--- src/rtl/bank_decoder.sv ---
module bank_decoder #(
  parameter int ADDR_W    = 16,
  parameter int DATA_W    = 8,
  parameter int PAGE_BITS = 4,
  parameter logic [7:0] MODE_PORT = 8'hC1,
  parameter logic [7:0] PAGE_PORT = 8'hFC
) (
  input  logic                 clk,
  input  logic                 rst_n,
  input  logic [ADDR_W-1:0]    addr,
  input  logic [DATA_W-1:0]    data_in,
  input  logic                 mreq,
  input  logic                 iorq,
  input  logic                 rd,
  input  logic                 wr,
  output logic                 rom_sel,
  output logic                 base_ram_sel,
  output logic                 xram_sel,
  output logic [PAGE_BITS-1:0] page_addr
);

  localparam int HI = ADDR_W - 1;

  logic                 bank_mode;
  logic [PAGE_BITS-1:0] page_reg;

  wire io_write = iorq && wr && !mreq;
  wire mode_wr  = io_write && (addr[7:0] == MODE_PORT);
  wire page_wr  = io_write && (addr[7:0] == PAGE_PORT);
  wire mem_acc  = mreq && (rd || wr);
  wire upper    = addr[HI];

  always_ff @(posedge clk or negedge rst_n) begin
    if (!rst_n) begin
      bank_mode <= 1'b0;
      page_reg  <= '0;
    end else begin
      if (mode_wr) bank_mode <= data_in[0];
      if (page_wr) page_reg  <= data_in[PAGE_BITS-1:0];
    end
  end

  assign rom_sel      = mem_acc && !upper && !bank_mode;
  assign xram_sel     = mem_acc && !upper &&  bank_mode;
  assign base_ram_sel = mem_acc &&  upper;
  assign page_addr    = ~page_reg;


  one_select_chk: assert property (@(posedge clk) disable iff (!rst_n)
    $onehot0({rom_sel, base_ram_sel, xram_sel}));


  idle_quiet_chk: assert property (@(posedge clk) disable iff (!rst_n)
    !(mreq && (rd || wr)) |-> !(rom_sel || base_ram_sel || xram_sel));


  mode_on_no_rom_chk: assert property (@(posedge clk) disable iff (!rst_n)
    (mode_wr && data_in[0]) |=> !rom_sel);


  page_load_chk: assert property (@(posedge clk) disable iff (!rst_n)
    page_wr |=> (page_addr == ~$past(data_in[PAGE_BITS-1:0])));


  page_hold_chk: assert property (@(posedge clk) disable iff (!rst_n)
    !page_wr |=> $stable(page_addr));


  upper_base_chk: assert property (@(posedge clk) disable iff (!rst_n)
    (mem_acc && upper) |-> (base_ram_sel && !xram_sel));

endmodule

--- config.mk ---
export PLATFORM = sky130hd
export DESIGN_NAME = bank_decoder
export DESIGN_NICKNAME = d
export VERILOG_FILES = /design/src/rtl/bank_decoder.sv
export SDC_FILE = /design/constraint.sdc
export NUM_CORES = 1
export LEC_CHECK = 0
export ABC_CLOCK_PERIOD_IN_PS = 1000
export BUFFER_PORTS_ARGS = -buffer_cell sky130_fd_sc_hd__buf_2
export CORE_AREA = 2 2 39 41
export DETAILED_ROUTE_END_ITERATION = 8
export DIE_AREA = 0 0 41 43
export GPL_TIMING_DRIVEN = 0
export SYNTH_ARGS = -nofsm -noshare
export SYNTH_HDL_FRONTEND = slang
export SYNTH_SLANG_ARGS = --single-unit
--- constraint.sdc ---
create_clock -name clk -period 1 [get_ports clk]
set_clock_uncertainty 0.2 [all_clocks]
set_input_delay 0.3 -clock clk [delete_from_list [all_inputs] [get_ports clk]]
set_output_delay 0.3 -clock clk [all_outputs]
set_load 0.02 [all_outputs]
==> out/results.env <==
WORSTSETUPPATHTYPE='register to output pin'
CLOCK_TREE.BUFFER_DEPTH=2
LARGEST_REG_FLOPS=4
FF2FF_PATH_DEPTH=3
DRIVE_ABOVE_1_SHARE=0.783
ANT_NETS=0
GRT_SETUP_UNREPAIRED='yes'
CLK_PIN_SLEW_NS=0.04
SYNTH.FF_LATCH_COUNT=5
CRIT-REG2REG-LAUNCH='page_reg[0]'
CP-START-KIND='register'
DR.FIRST_ITER.DRC_COUNT=0
FINAL_NET_COUNT=91
DRT_DRC_VIOLATIONS_LEFT=0
CLK-INSERTION-DELAY-LATE_NS=0.24
FINALWIRELENGTH_UM=845
HOLD_START='data_in[3]'
ROUTABILITY_CONGESTION_ESTIMATE=0.598
CTS_MADE_BUFFERS=3
MAX-SLEW-MARGIN-REL=0.841
FP.DIEAREA_UM2=1760
FLOORPLAN.DIE.HEIGHT_UM=43
DRT_VIA_DENSITY=4.34
WORST_PIN_SLEW_NS=0.238
REPORT.FINAL.SLEW_VIOL_COUNT=0
INITIAL_ANTENNA_VIOLATION_COUNT=0
PLACEMENT_ROWS=14
POSTLAYOUTSETUPSLACKWORST_NS=-0.482
WORST-R2R-SETUP-SLACK_NS=-0.17
MAX_FREQ_MHz=675
LAYOUT-AREA-OVERHEAD-VS-SYNTH_PCT=112
INSERTEDDIODECOUNT=0
SYNTH_CELL_TYPES=14
SETUP_VIOL=12
TIMING.CRITICAL_PATH.TO_TYPE='output pin'
RUN_STATUS='finished with violations'
MAPPEDNETLISTNETS=55
CLOCK_SINK_COUNT=5
DIE_WIDTH_UM=41
SYN_AREA_UM2=304
FINISH.INSTANCE_AREA_UM2=646
GRT_PASS1_WL_MM=1.35
STARTPOINT='bank_mode'
YS_WARN_COUNT=0
CRITICAL_PATH_PEAK_FANOUT=3
POSTSYNTHAREAPERCELL_UM2=12.2
TIMING_HOLD_VIOLATIONS_FINAL=0
CTS_TREE='built'
CTSHTREEMAXLEVEL=1
LEAKAGEPOWER_nW=0.328
PLACED_AREA_UM2=484
REGTOREGENDPOINT='page_reg[0]'
START_UTIL=0.220
TOTAL_NUMBER_OF_VIAS=330
GRT_MAX_DEGREE=6
PLACEABLECOREAREA_UM2=1380
TIMING.HOLD.WORST_PATH_DEPTH=2
POWER.DENSITY_nW_PER_UM2=876
CTS_ROOT_BUF='sky130_fd_sc_hd__clkbuf_4'
SYNTHCELLS=25
VIOLATED_CHECKS='negative setup slack'
NUMPORTBUFFERS=25
GRTUSAGETOTAL=0.114
SETUP_TNS_NS=-3.66
MAX_CAP_VIOL=0
ROUTED_WIRE_LENGTH_PER_INSTANCE_UM=11.1
WORST-ENDPOINT-ARRIVAL_NS=0.98
FINAL.PERIOD_UTILIZATION=1.48
CRITPATHREQUIREDTIME_NS=0.50
SYNTH_SEQ_AREA_SHARE=0.412
IRDROPWORSTVDD_mV=0.331
WORST_HOLD_PATH_TYPE='input pin to register'
POST_LAYOUT_MIN_PERIOD_NS=1.48
IOS=37
GRT_OVERFLOW=0
WORSTHOLDENDPOINT='page_reg[3]'
FIRST_GLOBAL_VIAS=348
DRT_FIRST_PASS_ITERS=1
==> how the worst max path moves through the flow <==
stage / cells after the start / slack, ns / end
2_1_floorplan: 3 / -0.37 / page_reg[0]
3_3_place_gp: 4 / -0.55 / page_reg[1]
3_5_place_dp: 4 / -0.57 / page_reg[3]
4_1_cts: 2 / -0.49 / xram_sel
5_1_grt: 2 / -0.54 / xram_sel
6_report: 2 / -0.48 / rom_sel
==> metal layers <==
metal / part of all wire / vias to the layer above / global-route usage
met5: 0 / - / 0
met4: 0 / 0 / 0.0800
met3: 0.091 / 0 / 0.0209
met2: 0.53 / 24 / 0.178
met1: 0.38 / 148 / 0.131
li1: - / 158 / -
==> kinds of logic after synthesis <==
logic type             Yosys count  synth area share
buffers and inverters            5            0.0617
AO/OA/AOI/OAI                    1            0.0164
flip-flops                       5             0.412
multiplexers                     5             0.235
AND/OR/NAND/NOR                  9             0.276
==> placed cells by master (no fill, tap or decap) <==
cell / n
sky130_fd_sc_hd__dfrtp_1: 5
sky130_fd_sc_hd__buf_6: 8
sky130_fd_sc_hd__inv_1: 3
sky130_fd_sc_hd__nor4b_4: 1
sky130_fd_sc_hd__buf_8: 2
sky130_fd_sc_hd__inv_2: 2
sky130_fd_sc_hd__and4bb_2: 1
sky130_fd_sc_hd__buf_4: 6
sky130_fd_sc_hd__and4b_1: 1
sky130_fd_sc_hd__nand4_4: 1
sky130_fd_sc_hd__mux2_4: 4
sky130_fd_sc_hd__nand4b_1: 1
sky130_fd_sc_hd__clkbuf_1: 1
sky130_fd_sc_hd__nor3_4: 1
sky130_fd_sc_hd__o21ai_4: 1
sky130_fd_sc_hd__and2_1: 1
sky130_fd_sc_hd__buf_2: 14
sky130_fd_sc_hd__mux2_2: 1
sky130_fd_sc_hd__nor2_4: 1
sky130_fd_sc_hd__dlygate4sd3_1: 1
sky130_fd_sc_hd__nor3b_2: 1
sky130_fd_sc_hd__clkbuf_4: 3
==> synth_stat cells, drive strengths merged <==
library cell	n	share of area
dfrtp	5	0.41
o21ai	1	0.016
nor2	1	0.012
nor4b	1	0.029
inv	5	0.062
and4bb	1	0.041
and2	1	0.021
nor3b	1	0.025
and4b	1	0.033
nor3	1	0.016
nand4b	1	0.029
mux2	5	0.23
nand4	1	0.070
==> what timing repair did <==
item | in CTS | in global routing
hold endpoints to repair | 5 | 0
pin swaps | 2 | 1
setup endpoints to repair | 12 | 12
resized for setup | 19 | 6
buffers inserted | 3 | 2
hold buffers | 1 | 0
==> cell type report <==
type,count,area [µm²]
Fill cell,132,738
Timing Repair Buffer,31,245
Multi-Input combinational cell,15,210
Sequential cell,5,125
Clock buffer,4,26.3
Tap cell,16,20.0
Inverter,5,18.8
==> metrics by stage <==
stage | hold slack (ns) | instances | power (mW) | utilization | setup slack [ns]
after floorplan | -0.196 | 25 | 0.249 | - | -0.369
after global placement | -0.0828 | 66 | 0.303 | 0.350 | -0.546
after detailed placement | -0.0827 | 66 | 0.306 | 0.350 | -0.571
after CTS | 0.0971 | 74 | 0.566 | 0.444 | -0.491
after global routing | 0.0964 | 76 | 0.606 | 0.467 | -0.539
final | 0.108 | 76 | 0.566 | 0.467 | -0.482
==> where the power goes <==
group | switching [mW] | total, mW | internal (mW)
Combinational | 0.0543 | 0.129 | 0.0750
Clock | 0.0778 | 0.228 | 0.151
Sequential | 0.00209 | 0.208 | 0.206
==> worst max-delay path, stage by stage, from the launching register on <==
cell and delay (ns):
sky130_fd_sc_hd__dfrtp_1 0.41, sky130_fd_sc_hd__nor3_4 0.20, sky130_fd_sc_hd__buf_6 0.14
(Power assumes the default switching activity.)
